==> src/rtl/sdw_pkg.sv <==
package sdw_pkg;
   typedef enum logic [1:0] {
      SDW_OK      = 2'd0,
      SDW_REJECT  = 2'd1,
      SDW_TIMEOUT = 2'd2
   } sdw_status_e;

   typedef enum logic [3:0] {
      ST_IDLE,
      ST_PRE,
      ST_TOK,
      ST_DATA,
      ST_CRCH,
      ST_CRCL,
      ST_RESP,
      ST_BUSYW,
      ST_SPRE,
      ST_STOK
   } sdw_state_e;

   localparam logic [7:0] FILL_BYTE   = 8'hFF;
   localparam logic [7:0] TOK_SINGLE  = 8'hFE;
   localparam logic [7:0] TOK_MULTI   = 8'hFC;
   localparam logic [7:0] TOK_STOP    = 8'hFD;
   localparam logic [4:0] RESP_ACCEPT = 5'h05;
endpackage

==> src/rtl/sdw_crc16.sv <==
module sdw_crc16 (
   input  logic        clk,
   input  logic        rst_n,
   input  logic        clr,
   input  logic        en,
   input  logic [7:0]  din,
   output logic [15:0] crc
);
   localparam logic [15:0] POLY = 16'h1021;

   function automatic logic [15:0] crc_byte(input logic [15:0] c, input logic [7:0] d);
      logic [15:0] r;
      r = c;
      for (int i = 7; i >= 0; i--) begin
         if (r[15] ^ d[i]) r = {r[14:0], 1'b0} ^ POLY;
         else              r = {r[14:0], 1'b0};
      end
      return r;
   endfunction

   always_ff @(posedge clk or negedge rst_n) begin
      if (!rst_n)   crc <= '0;
      else if (clr) crc <= '0;
      else if (en)  crc <= crc_byte(crc, din);
   end

   AST_CRC_CLEARED: assert property (@(posedge clk) disable iff (!rst_n) clr |=> (crc == 16'h0000));
endmodule

==> src/rtl/sdw_limit_ctr.sv <==
module sdw_limit_ctr #(
   parameter int LIMIT = 8,
   parameter int W     = $clog2(LIMIT + 1)
) (
   input  logic         clk,
   input  logic         rst_n,
   input  logic         clr,
   input  logic         inc,
   output logic [W-1:0] cnt,
   output logic         last
);
   initial begin
      assert (LIMIT >= 2) else $error("sdw_limit_ctr: LIMIT must be at least 2");
   end

   assign last = (cnt == W'(LIMIT - 1));

   always_ff @(posedge clk or negedge rst_n) begin
      if (!rst_n)   cnt <= '0;
      else if (clr) cnt <= '0;
      else if (inc) cnt <= cnt + W'(1);
   end

   AST_CNT_IN_RANGE: assert property (@(posedge clk) disable iff (!rst_n) cnt <= W'(LIMIT - 1));
   AST_NO_WRAP: assert property (@(posedge clk) disable iff (!rst_n) inc |-> !last);
endmodule

==> src/rtl/sdw_resp_decode.sv <==
module sdw_resp_decode (
   input  logic [7:0] rx,
   output logic       is_token,
   output logic       accepted,
   output logic       busy_free
);
   import sdw_pkg::*;
   assign is_token  = ~rx[4];
   assign accepted  = ~rx[4] && (rx[4:0] == RESP_ACCEPT);
   assign busy_free = (rx == FILL_BYTE);
endmodule

==> src/rtl/sd_spi_blk_writer.sv <==
module sd_spi_blk_writer
   import sdw_pkg::*;
#(
   parameter int SIZE_W     = 10,
   parameter int COUNT_W    = 16,
   parameter int ADDR_W     = 20,
   parameter int RESP_TRIES = 8,
   parameter int BUSY_LIMIT = 3000000,
   parameter bit CRC_ON     = 1'b1
) (
   input  logic               clk,
   input  logic               rst_n,
   input  logic               start,
   input  logic               multi,
   input  logic [SIZE_W-1:0]  blk_size,
   input  logic [COUNT_W-1:0] blk_count,
   output logic [ADDR_W-1:0]  buf_addr,
   input  logic [7:0]         buf_data,
   output logic               sx_req,
   output logic [7:0]         sx_tx,
   input  logic               sx_done,
   input  logic [7:0]         sx_rx,
   output logic               busy,
   output logic               done,
   output logic [1:0]         err_code
);
   localparam int RESP_W = $clog2(RESP_TRIES + 1);
   localparam int POLL_W = $clog2(BUSY_LIMIT + 1);

   initial begin
      assert (SIZE_W >= 1)       else $error("SIZE_W must be at least 1");
      assert (COUNT_W >= 1)      else $error("COUNT_W must be at least 1");
      assert (ADDR_W >= SIZE_W)  else $error("ADDR_W must cover one block");
      assert (RESP_TRIES >= 2)   else $error("RESP_TRIES must be at least 2");
      assert (BUSY_LIMIT >= 2)   else $error("BUSY_LIMIT must be at least 2");
   end

   sdw_state_e          state_q;
   logic                pend_q;
   logic                multi_q;
   logic [SIZE_W-1:0]   size_q;
   logic [SIZE_W-1:0]   bcnt_q;
   logic [COUNT_W-1:0]  left_q;
   logic [ADDR_W-1:0]   addr_q;
   logic                stop_q;
   logic                done_q;
   sdw_status_e         err_q;

   logic                xfer_ok;
   logic                is_token, accepted, busy_free;
   logic [RESP_W-1:0]   resp_cnt;
   logic                resp_last;
   logic [POLL_W-1:0]   poll_cnt;
   logic                poll_last;
   logic                busy_end;
   logic [15:0]         crc;
   logic                last_byte, last_blk;

   assign xfer_ok   = sx_done && pend_q;
   assign busy_end  = (poll_cnt != '0) && busy_free;
   assign last_byte = ((bcnt_q + SIZE_W'(1)) == size_q);
   assign last_blk  = (left_q == COUNT_W'(1));

   sdw_resp_decode u_dec (
      .rx        (sx_rx),
      .is_token  (is_token),
      .accepted  (accepted),
      .busy_free (busy_free)
   );

   sdw_limit_ctr #(.LIMIT(RESP_TRIES), .W(RESP_W)) u_resp_ctr (
      .clk   (clk),
      .rst_n (rst_n),
      .clr   (state_q != ST_RESP),
      .inc   (xfer_ok && (state_q == ST_RESP) && !is_token && !resp_last),
      .cnt   (resp_cnt),
      .last  (resp_last)
   );

   sdw_limit_ctr #(.LIMIT(BUSY_LIMIT), .W(POLL_W)) u_poll_ctr (
      .clk   (clk),
      .rst_n (rst_n),
      .clr   (state_q != ST_BUSYW),
      .inc   (xfer_ok && (state_q == ST_BUSYW) && !busy_end && !poll_last),
      .cnt   (poll_cnt),
      .last  (poll_last)
   );

   generate
      if (CRC_ON) begin : g_crc
         sdw_crc16 u_crc (
            .clk   (clk),
            .rst_n (rst_n),
            .clr   (state_q == ST_TOK),
            .en    (sx_req && (state_q == ST_DATA)),
            .din   (buf_data),
            .crc   (crc)
         );
      end else begin : g_nocrc
         assign crc = 16'hFFFF;
      end
   endgenerate

   assign sx_req   = (state_q != ST_IDLE) && !pend_q;
   assign buf_addr = addr_q;
   assign busy     = (state_q != ST_IDLE);
   assign done     = done_q;
   assign err_code = err_q;

   always_comb begin
      unique case (state_q)
         ST_TOK:  sx_tx = multi_q ? TOK_MULTI : TOK_SINGLE;
         ST_STOK: sx_tx = TOK_STOP;
         ST_DATA: sx_tx = buf_data;
         ST_CRCH: sx_tx = crc[15:8];
         ST_CRCL: sx_tx = crc[7:0];
         default: sx_tx = FILL_BYTE;
      endcase
   end

   always_ff @(posedge clk or negedge rst_n) begin
      if (!rst_n) begin
         state_q <= ST_IDLE;
         pend_q  <= 1'b0;
         multi_q <= 1'b0;
         size_q  <= '0;
         bcnt_q  <= '0;
         left_q  <= '0;
         addr_q  <= '0;
         stop_q  <= 1'b0;
         done_q  <= 1'b0;
         err_q   <= SDW_OK;
      end else begin
         done_q <= 1'b0;
         if (sx_req)       pend_q <= 1'b1;
         else if (sx_done) pend_q <= 1'b0;

         if (state_q == ST_IDLE) begin
            if (start) begin
               state_q <= ST_PRE;
               multi_q <= multi;
               size_q  <= blk_size;
               left_q  <= blk_count;
               addr_q  <= '0;
               bcnt_q  <= '0;
               stop_q  <= 1'b0;
               err_q   <= SDW_OK;
            end
         end else if (xfer_ok) begin
            unique case (state_q)
               ST_PRE:  state_q <= ST_TOK;
               ST_TOK:  state_q <= ST_DATA;
               ST_DATA: begin
                  addr_q <= addr_q + ADDR_W'(1);
                  if (last_byte) begin
                     bcnt_q  <= '0;
                     state_q <= ST_CRCH;
                  end else begin
                     bcnt_q <= bcnt_q + SIZE_W'(1);
                  end
               end
               ST_CRCH: state_q <= ST_CRCL;
               ST_CRCL: state_q <= ST_RESP;
               ST_RESP: begin
                  if (is_token) begin
                     if (accepted) begin
                        state_q <= ST_BUSYW;
                     end else begin
                        state_q <= ST_IDLE;
                        err_q   <= SDW_REJECT;
                        done_q  <= 1'b1;
                     end
                  end else if (resp_last) begin
                     state_q <= ST_IDLE;
                     err_q   <= SDW_REJECT;
                     done_q  <= 1'b1;
                  end
               end
               ST_BUSYW: begin
                  if (busy_end) begin
                     if (stop_q || (last_blk && !multi_q)) begin
                        state_q <= ST_IDLE;
                        err_q   <= SDW_OK;
                        done_q  <= 1'b1;
                     end else if (last_blk) begin
                        state_q <= ST_SPRE;
                     end else begin
                        left_q  <= left_q - COUNT_W'(1);
                        state_q <= ST_PRE;
                     end
                  end else if (poll_last) begin
                     state_q <= ST_IDLE;
                     err_q   <= SDW_TIMEOUT;
                     done_q  <= 1'b1;
                  end
               end
               ST_SPRE: state_q <= ST_STOK;
               ST_STOK: begin
                  stop_q  <= 1'b1;
                  state_q <= ST_BUSYW;
               end
               default: state_q <= ST_IDLE;
            endcase
         end
      end
   end

   AST_NO_STRAY_DONE: assert property (@(posedge clk) disable iff (!rst_n) sx_done |-> pend_q);
   AST_REQ_PULSE: assert property (@(posedge clk) disable iff (!rst_n) sx_req |=> !sx_req);
   AST_DONE_PULSE: assert property (@(posedge clk) disable iff (!rst_n) done |=> !done);
   AST_DONE_ENDS_BUSY: assert property (@(posedge clk) disable iff (!rst_n) done |-> !busy);
   AST_STOP_AFTER_ALL: assert property (@(posedge clk) disable iff (!rst_n) (state_q == ST_STOK) |-> (multi_q && last_blk && (err_q == SDW_OK)));
   AST_FIRST_POLL_KEPT: assert property (@(posedge clk) disable iff (!rst_n) (xfer_ok && state_q == ST_BUSYW && poll_cnt == '0) |=> (state_q == ST_BUSYW));
endmodule

==> config.mk <==
export PLATFORM = sky130hd
export DESIGN_NAME = sd_spi_blk_writer
export DESIGN_NICKNAME = d
export VERILOG_FILES = /design/src/rtl/sdw_pkg.sv /design/src/rtl/sdw_crc16.sv /design/src/rtl/sdw_limit_ctr.sv /design/src/rtl/sdw_resp_decode.sv /design/src/rtl/sd_spi_blk_writer.sv
export SDC_FILE = /design/constraint.sdc
export NUM_CORES = 1
export LEC_CHECK = 0
export BUFFER_PORTS_ARGS = -buffer_cell sky130_fd_sc_hd__buf_2
export CAP_MARGIN = 10
export CELL_PAD_IN_SITES_DETAIL_PLACEMENT = 1
export CELL_PAD_IN_SITES_GLOBAL_PLACEMENT = 2
export CORE_MARGIN = 10
export CORE_UTILIZATION = 39
export CTS_CLUSTER_SIZE = 40
export DETAILED_ROUTE_END_ITERATION = 10
export MAX_ROUTING_LAYER = met4
export PLACE_DENSITY = 0.93
export SETUP_SLACK_MARGIN = 0.1
export SLEW_MARGIN = 20
export SYNTH_ARGS = -nofsm -noshare
export SYNTH_HDL_FRONTEND = slang
export SYNTH_HIERARCHICAL = 1
export SYNTH_SLANG_ARGS = --single-unit
==> constraint.sdc <==
create_clock -name clk -period 5.1 [get_ports clk]
set_clock_uncertainty 0.1 [all_clocks]
set_input_delay 0.51 -clock clk [delete_from_list [all_inputs] [get_ports clk]]
set_output_delay 0.51 -clock clk [all_outputs]
set_load 0.01 [all_outputs]
==> reports/summary.md, run 1 <==
The flow ran to the end, and the final reports show no timing, DRC or antenna violations. For the utilization after layout, the log shows 0.4527. Sorting the synthesized cells by how often they occur yields sky130_fd_sc_hd__dfrtp_1 (108), sky130_fd_sc_hd__nand2_1 (100), sky130_fd_sc_hd__nor2_1 (80), sky130_fd_sc_hd__a21oi_1 (49), sky130_fd_sc_hd__o21ai_0 (34).

TritonCTS built the clock tree. The most common cell in the netlist was sky130_fd_sc_hd__dfrtp_1. For the antenna diode count, the log shows 0. CTS placed an instance of sky130_fd_sc_hd__clkbuf_16 at the clock tree root. Summed over all cells, the static leakage comes to 3.300 nW. Data on the critical path is required at its endpoint by 5.23 ns. The count of pins over their slew limit came out at 0. For this design the ratio of total power to cell area is 470.5 nW/um^2. Adding up every negative setup slack in the final design gives 0 ns.

The overall die area was 22760 sq um; the share of post-route cells with drive strength above 1 was 0.1796. The mux cell area share after synthesis was 0.02585; the deepest clock path buffer count was 2. For this design, the sink count on the clock tree is 108. The detail-routed net length per standard cell was 18.35 microns; the number of hold violations in the final report was 0. The run gives 0 as the DRC violation count after routing.

Yosys mapped the design onto 79 distinct sky130hd cell types. For the total CTS buffers, the log shows 9. The logs give 18.75 mm for the wire length after detailed routing and 0.3600 for the relative max-transition margin.

During placement, the flow inserted port buffers numbering 79. At the pin with the least slew margin, the transition time is 0.9600 ns. Number of synthesized register bits: 108. The run gives 0.35 ns as the clock latency reported for the late side of the worst-skew pair.

The startpoint of the lowest-slack register-to-register path is u_poll_ctr/cnt[6]. The clock-pin slew on the worst setup and hold paths is 0.07 ns. The layer flagged by global routing as most heavily used is met2.

Gates resized during post-CTS repair numbered 0. Max-cap violations in this run came to 0. The worst setup path is of the reg2reg kind.

The summed instance area of the synthesized netlist was 6680 sq um. The tools report the via count of the first global-routing pass as 6044. For the met1 capacity usage during global routing, the log shows 0.2029. Setup repair after global routing left no endpoint under its margin. The post-route clock period utilization was 0.7233. After the last flow step, the layout net total stands at 850. The wire length of the first global-routing pass is 30.75 mm, and the top cell type's share of synthesized area is 0.4046. The tools report the sort of element at the end of the critical path as a flop.

The run gives 0.2926 as the met2 track demand over resource. After layout, the minimum clock period comes to 3.689 ns. The tools report the startpoint of the worst setup timing path as u_poll_ctr/cnt[6]. Of all nets on the critical path, the largest fanout is 8. In the synthesized netlist, the number of instances is 736. The clock tree synthesis step divided the H-tree into 3 levels.

Static timing analysis puts the maximum clock frequency at 0.2711 GHz. In this run the post-CTS setup repair buffer count came out at 0. The tools report the endpoint arrival time on the critical path as 3.82 ns. In this run the mean area of a mapped cell was 9.076 sq um. Entering global routing, the biggest net connects 73 pins. For this design, the CTS-stage hold fixing added 0 buffers. The biggest area consumer among synthesized cells was sky130_fd_sc_hd__dfrtp_1.

From left edge to right edge, the die measures 150.9 microns. Critical path launch point type: a flop. Xor and xnor area share after synthesis: 0.1161. Via count: 5719.

The fraction of the mapped netlist area in adder cells is 0.01124. The compound-gate portion of the synthesized area is 0.1459. Path class of the lowest-slack min-delay path: in2async. After floorplanning, the core was divided into 47 placement rows.

From synthesis to final layout, the design area changed by 13.17%. The tools report the fill cell total of the finished layout as 1997. In the synthesized netlist the dominant register cell turns out to be sky130_fd_sc_hd__dfrtp_1. After synthesis, the largest family of logic cells by area is simple AND/OR/NAND/NOR gates. Yosys attributes the largest share of cell area to sky130_fd_sc_hd__dfrtp_1 (40%), sky130_fd_sc_hd__nand2_1 (5.6%), sky130_fd_sc_hd__nor2_1 (4.5%).

The number of nets in the synthesized netlist is 789. The count of nets left with antenna violations once routing finished came out at 0. Across the VDD grid, the largest voltage drop is 0.2512 mV.

The boundary pin count is 80. The part of the Yosys area used for sequential elements was 0.4046; the initial antenna violation count was 0. The async set or reset register ratio after synthesis is 1.000, and the simple-gate area share of the yosys netlist is 0.2615. Setup violations remaining at the end of the flow were counted as 0. The initial detailed-routing violation count was 251. The run gives 0 as the sum of overflow across all layers after global routing. The total area inside the core boundary comes to 16700 sq um.

The synthesized design contains 0 enable-type register cells. The warning count from the yosys run is 6. The fraction of met3 tracks used by global routing was 0.02387; the half-perimeter wire length of the detailed placement result was 13.57 mm. The pre-antenna-repair detailed-routing pass consisted of 4 iterations. The effective utilization at floorplan was 0.4000; the total global routing track utilization was 0.1702. In the routed layout, each cell is associated on average with a via count of 5.596.

Routability-driven placement finished with a final weighted congestion of 0.8613. Height of the die: 150.9 microns.
[cell type report]
| class | count | area, sq um | area share |
|---|---|---|---|
| clock inverter | 6 | 86.33 | 0.01142 |
| timing repair buffer | 85 | 442.9 | 0.05859 |
| multi-input combinational | 575 | 3746 | 0.4955 |
| clock buffer | 10 | 239.0 | 0.03161 |
| tap | 220 | 275.3 | 0.03641 |
| sequential | 108 | 2703 | 0.3575 |
| inverter | 18 | 67.56 | 0.008937 |
[state kept, by name, summed over array words and instances, names as in the netlist]
name,flops
done,1
u_poll_ctr/cnt,22
stop_q,1
buf_addr,20
state_q,4
g_crc.u_crc/crc,16
left_q,16
bcnt_q,10
u_resp_ctr/cnt,4
pend_q,1
size_q,10
multi_q,1
err_code,2
[stage by stage]
| step | hold WS (ns) | area (sq um) | power (W) | instances | worst slack [ns] |
|---|---|---|---|---|---|
| 4_1_cts | 0.2395 | 7559 | 0.003594 | 1022 | 1.466 |
| 3_5_place_dp | 0.3887 | 7233 | 0.002802 | 1006 | 1.459 |
| 5_1_grt | 0.2443 | 7560 | 0.003821 | 1022 | 1.218 |
| 3_3_place_gp | 0.3866 | 7233 | 0.002714 | 1006 | 1.634 |
| 2_1_floorplan | 0.1144 | 6680 | 0.002404 | 736 | 1.827 |
| 6_report | 0.1890 | 7560 | 0.003557 | 1022 | 1.411 |
[power by group]
group          total (W)  leakage, nW  switching, W  internal [W]
clock           0.000777        0.159      0.000333      0.000445
sequential       0.00131         1.43      0.000259       0.00105
combinational    0.00147         1.71      0.000794      0.000676
total            0.00356         3.30       0.00139       0.00217
[layout by cell type (no fill, tap or decap), types with 4 or more instances in the layout]
| cell | synthesis | final |
|---|---|---|
| sky130_fd_sc_hd__nand2b_1 | 17 | 17 |
| sky130_fd_sc_hd__nor3_1 | 14 | 14 |
| sky130_fd_sc_hd__nor4_1 | 14 | 14 |
| sky130_fd_sc_hd__mux2i_1 | 9 | 9 |
| sky130_fd_sc_hd__clkbuf_16 | 0 | 9 |
| sky130_fd_sc_hd__xor3_1 | 4 | 4 |
| sky130_fd_sc_hd__buf_4 | 0 | 7 |
| sky130_fd_sc_hd__o21ai_0 | 34 | 34 |
| sky130_fd_sc_hd__nor2_1 | 80 | 80 |
| sky130_fd_sc_hd__o31ai_1 | 4 | 4 |
| sky130_fd_sc_hd__buf_2 | 9 | 78 |
| sky130_fd_sc_hd__or2_2 | 4 | 4 |
| sky130_fd_sc_hd__nand3b_1 | 5 | 5 |
| sky130_fd_sc_hd__nand4_1 | 19 | 19 |
| sky130_fd_sc_hd__nand2_1 | 100 | 100 |
| sky130_fd_sc_hd__nand3_1 | 25 | 25 |
| sky130_fd_sc_hd__mux2_2 | 6 | 6 |
| sky130_fd_sc_hd__xnor3_1 | 7 | 7 |
| sky130_fd_sc_hd__o22ai_1 | 18 | 18 |
| sky130_fd_sc_hd__nand4b_1 | 4 | 4 |
| sky130_fd_sc_hd__xor2_1 | 21 | 21 |
| sky130_fd_sc_hd__nor2b_1 | 7 | 7 |
| sky130_fd_sc_hd__a211oi_1 | 8 | 8 |
| sky130_fd_sc_hd__or3_1 | 14 | 14 |
| sky130_fd_sc_hd__inv_1 | 18 | 18 |
| sky130_fd_sc_hd__xnor2_1 | 30 | 30 |
| sky130_fd_sc_hd__and3_1 | 6 | 6 |
| sky130_fd_sc_hd__dfrtp_1 | 108 | 108 |
| sky130_fd_sc_hd__a21oi_1 | 49 | 49 |
| sky130_fd_sc_hd__ha_1 | 6 | 6 |
[final timing paths]
kind                                 endpoint  slack [ns]  cells past startpoint
max reg2reg                u_poll_ctr/cnt[21]        1.41                      9
max in group asynchronous           size_q[9]        3.64                      2
min reg2reg                         size_q[0]        0.40                      2
min                                 left_q[6]        0.19                      1
min in group clk                    size_q[6]        0.25                      3
max                        u_poll_ctr/cnt[21]        1.41                      9
[critical path, cell delays in order, from the launching register on]
cell                        delay, ns
sky130_fd_sc_hd__dfrtp_1         0.47
sky130_fd_sc_hd__or4_1           0.61
sky130_fd_sc_hd__o41ai_4         0.48
sky130_fd_sc_hd__nand2b_1        0.19
sky130_fd_sc_hd__nor3_1          0.17
sky130_fd_sc_hd__buf_4           0.20
sky130_fd_sc_hd__o2111ai_4       0.20
sky130_fd_sc_hd__or3_4           0.42
sky130_fd_sc_hd__nor4_1          0.35
sky130_fd_sc_hd__mux2_2          0.39
[routing by layer]
| metal | up-vias | routed length [microns] |
|---|---|---|
| met4 | 0 | 303 |
| met2 | 92 | 9672 |
| met5 | - | 0 |
| met3 | 24 | 523 |
| li1 | 2741 | - |
| met1 | 2862 | 8254 |
[cell families after synthesis]
kind of cell    after synthesis
fa+ha+maj                     6
flops                       108
compound gates              147
simple gates                340
xor+xnor                     66
mux                          16
buf+inv                      53
(Power assumes the default switching activity.)
==> run 2: changes to the inputs <==
Settings changed: CORE_UTILIZATION 39 to 37, PLACE_DENSITY 0.93 to 0.89.
Clock period 5.1 ns to 3.5 ns, I/O delays scaled along.
==> run 2 against run 1 <==
Compared with the run above:
- worst hold slack got worse by 0.12 ns
- core utilization fell by 2.2 points
- first-iteration DRC count rose by 36%
- global-route usage fell by 1.4 points
- flip-flop and latch count did not move
- sequential share of layout area fell by 0.60 points
- maximum frequency rose by 11%
- die area rose by 4.7%
- clock-buffer cell count fell by 1
- highest routed layer unchanged
==> reports/summary.md, run 2 (synthesis results as in run 1) <==
The setup slack of the critical path after layout is 0.1863 ns (-1.225 ns). The clock network power share came out at 0.205 (-0.014). The root buffer cell chosen for the clock tree is sky130_fd_sc_hd__clkbuf_16.

Part of the power in registers: 0.361 (-0.007). STA classifies the critical path endpoint as a flop. The tools report the sum of overflow across all layers after global routing as 0 (unchanged).

The slowest stage of the critical path belongs to the cell sky130_fd_sc_hd__nor4_1. The maximum VDD drop is 0.3463 mV (+38%). The critical path goes through nor4_1 > nand3_1 > or4_1 > nor4_1 > nor3_4 > o2111ai_4 > inv_1 > nand4_1 > mux2_2.

The tools report the number of violations of the max-capacitance limit as 0 (unchanged). The run gives 0 (unchanged) as the number of hold violations in the final report. More flip-flops sit in one register than any other, and that register is u_poll_ctr/cnt. The run finished with clean final reports. The total global routing track utilization was 0.1565 (-0.01368). The count of cells along the worst hold path came out at 3.

The startpoint of the lowest-slack register-to-register path was u_poll_ctr/cnt[13]. The wire length after detailed routing is 18.28 mm (-2.5%), and the cell-internal power is 0.003110 W (+43%). The antenna diode count came out at 0 (unchanged). The DRC violation count after routing is 0 (unchanged), and the post-route clock period utilization is 0.9468 (+0.2235).

The number of cell rows was 49 (+4.3%); the standard cell core area was 17840 sq um (+6.8%). The share of total power consumed by net switching is 0.3937 (+0.003807), and the switching power is 0.002019 W (+46%). For the utilization after layout, the log shows 0.4310 (-0.02170). For the worst slack at placement, the log shows 0.09979 ns (-1.359 ns). For the half-perimeter wire length of the detailed placement result, the log shows 13.06 mm (-3.7%). The power density over the cells was 667.1 nW/um^2 (+42%). The tools report the initial antenna violation count as 0 (unchanged). The deepest clock path buffer count was 2 (unchanged).

The start point of the worst hold path is blk_size[6]. The run gives 3 (unchanged) as the number of H-tree levels. The transition time at the pin with the least slew margin was 0.8417 ns (-0.1183 ns). The remaining number of nets flagged by the antenna check after routing is 0 (unchanged), and the pin count of the biggest net entering global routing is 92 (+26%). The clock-pin slew on the worst setup and hold paths is 0.08 ns (about the same). The run gives 0.4388 (+0.07886) as the relative max-transition margin. The die extent in x is 154.4 microns (+2.3%).

The delay of the slowest critical-path stage is 0.56 ns (-0.05 ns), and the relative contribution of combinational cells to total power is 0.435 (+0.021). The run gives 0 (unchanged) as the final count of negative-setup-slack endpoints. For the clock latency reported for the late side of the worst-skew pair, the log shows 0.36 ns (about the same). For the via count of the first global-routing pass, the log shows 5898 (-2.4%). The area growth from synthesis to layout is 15.10%, and the count of nets after finishing is 866 (+1.9%). Boundary pin count: 80 (unchanged).

The capture point of the worst reg-to-reg path was u_poll_ctr/cnt[19]. The number of flip-flops in the largest register works out to 22 (unchanged). The endpoint arrival time on the critical path came out at 3.46 ns (-0.36 ns). The average vias per placed instance is 5.415 (-3.2%), and the detail-routed net length per standard cell is 17.46 microns (-4.9%). The leakage power of the design was 3.376 nW (+2.3%); the clock sink count was 108 (unchanged). The most common library cell in the layout ignoring fill and taps is sky130_fd_sc_hd__dfrtp_1. The count of input and output buffers was 79 (unchanged); the overall die area was 23830 sq um (+4.7%).

The wire length of the first global-routing pass is 30.52 mm (-0.76%). The path with the worst hold slack has its endpoint at size_q[6]. The height of the die is 154.4 microns (+2.3%), and the post-CTS setup buffer count is 0 (unchanged). TritonCTS built the clock tree.

For the fill cell total of the finished layout, the log shows 2102 (+5.3%). The count of pins over their slew limit is 0 (unchanged). The tools report the total CTS buffers as 9 (unchanged). In this run the worst hold path is classified as in2reg. The final weighted congestion in routability-driven placement is 0.8255 (-4.2%). The flop-to-flop setup slack was 0.19 ns (-1.23 ns); the share of post-route cells with drive strength above 1 was 0.1956 (+0.01605).

The tools report the final-layout setup total negative slack as 0 ns (unchanged). The run gives 341 (+36%) as the initial detailed-routing violation count. The maximum fanout along the worst path is 8 (unchanged). The area occupied by multi-input gates is 3761 sq um (+0.40%). Number of cells on the worst reg-to-reg path: 9 (unchanged).

The shortest period the worst path allows was 3.314 ns (-0.3749 ns). Setup repair after global routing left no endpoint under its margin. Critical path required time: 3.64 ns (-1.59 ns).

The top cell types in the final layout, fill and taps aside, are sky130_fd_sc_hd__dfrtp_1 (108), sky130_fd_sc_hd__nand2_1 (100), sky130_fd_sc_hd__nor2_1 (80). The via count was 5669 (-0.87%); the sequential cell area was 2703 sq um (unchanged). Fmax: 0.3018 GHz (+11%). The first-pass detailed-route iteration total is 4 (unchanged). The effective utilization at floorplan is 0.3744 (-0.02555). The worst setup path is launched from a flop.

Counting stages on the worst path, the most repeated cell is sky130_fd_sc_hd__nor4_1. The critical path in this run is classified as reg2reg.
## run 2: cell types whose count changed in the layout (fill, tap and decap cells not counted)
cell                            change
sky130_fd_sc_hd__buf_12             +1
sky130_fd_sc_hd__nor3_4             +1
sky130_fd_sc_hd__nor3_1             -2
sky130_fd_sc_hd__clkinvlp_4         -1
sky130_fd_sc_hd__and2_2             -1
sky130_fd_sc_hd__buf_4             +14
sky130_fd_sc_hd__nor3_2             +1
sky130_fd_sc_hd__clkinv_4           +2
sky130_fd_sc_hd__clkbuf_8           -1
sky130_fd_sc_hd__inv_6              -1
sky130_fd_sc_hd__dlygate4sd3_1      +1
sky130_fd_sc_hd__clkinv_2           +2
sky130_fd_sc_hd__and2_1             +1
sky130_fd_sc_hd__bufinv_16          -1
## run 2: through the flow
stage          hold slack, ns  cell area [sq um]  total power, W  instances
2_1_floorplan        -0.04559               6680        0.003503        736
3_3_place_gp           0.1488               7375        0.004058       1030
3_5_place_dp           0.1505               7375        0.004118       1030
4_1_cts               0.06462               7677        0.005190       1047
5_1_grt               0.08182               7689        0.005537       1047
6_report              0.07283               7689        0.005129       1047
## run 2: critical path: cells and delay by family (launching register included)
| family | cells | cell delay [ns] |
|---|---|---|
| and+or+nand+nor | 6 | 1.86 |
| DFF | 1 | 0.47 |
| muxes | 1 | 0.35 |
| AOI/OAI and AO/OA | 1 | 0.34 |
| buffers and inverters | 1 | 0.08 |
## run 2: routing by layer
| metal | part of all wire | track usage | wire, microns |
|---|---|---|---|
| met1 | 0.48 | 0.2031 | 8734 |
| met2 | 0.49 | 0.2506 | 8935 |
| met3 | 0.019 | 0.01858 | 347 |
| met4 | 0.014 | 0.04858 | 262 |
| met5 | 0 | - | 0 |
## run 2: worst max path at each step
stage | start | endpoint | slack [ns] | cells past startpoint
after global placement | u_poll_ctr/cnt[8] | u_poll_ctr/cnt[21] | 0.21 | 8
after floorplan | u_poll_ctr/cnt[6] | u_poll_ctr/cnt[21] | 0.23 | 9
after global routing | u_poll_ctr/cnt[13] | u_poll_ctr/cnt[19] | 0.11 | 9
after detailed placement | u_poll_ctr/cnt[8] | u_poll_ctr/cnt[21] | 0.1 | 8
final | u_poll_ctr/cnt[13] | u_poll_ctr/cnt[19] | 0.19 | 9
after CTS | u_poll_ctr/cnt[8] | u_poll_ctr/cnt[21] | 0.11 | 8
## run 2: final cells by class
| type | count | share of cell area |
|---|---|---|
| clock inverters | 7 | 0.008788 |
| multi-input cells | 575 | 0.4892 |
| inverters | 18 | 0.008788 |
| clock buffers | 9 | 0.02929 |
| flip-flops and latches | 108 | 0.3515 |
| well taps | 229 | 0.03727 |
| repair buffers | 101 | 0.07518 |
## run 2: power groups by stage
stage | logic, W | clock network [W] | registers (W)
floorplan | 0.00172 | 0 | 0.00179
global placement | 0.00220 | 0 | 0.00186
detailed placement | 0.00224 | 0 | 0.00187
CTS | 0.00226 | 0.00108 | 0.00185
global route | 0.00252 | 0.00112 | 0.00190
finish | 0.00223 | 0.00105 | 0.00185
## run 2: what timing repair did
item | CTS | global route
hold endpoints to repair | 17 | 0
setup endpoints to repair | 0 | 5
gates resized for setup | 0 | 2
hold buffers | 1 | 0
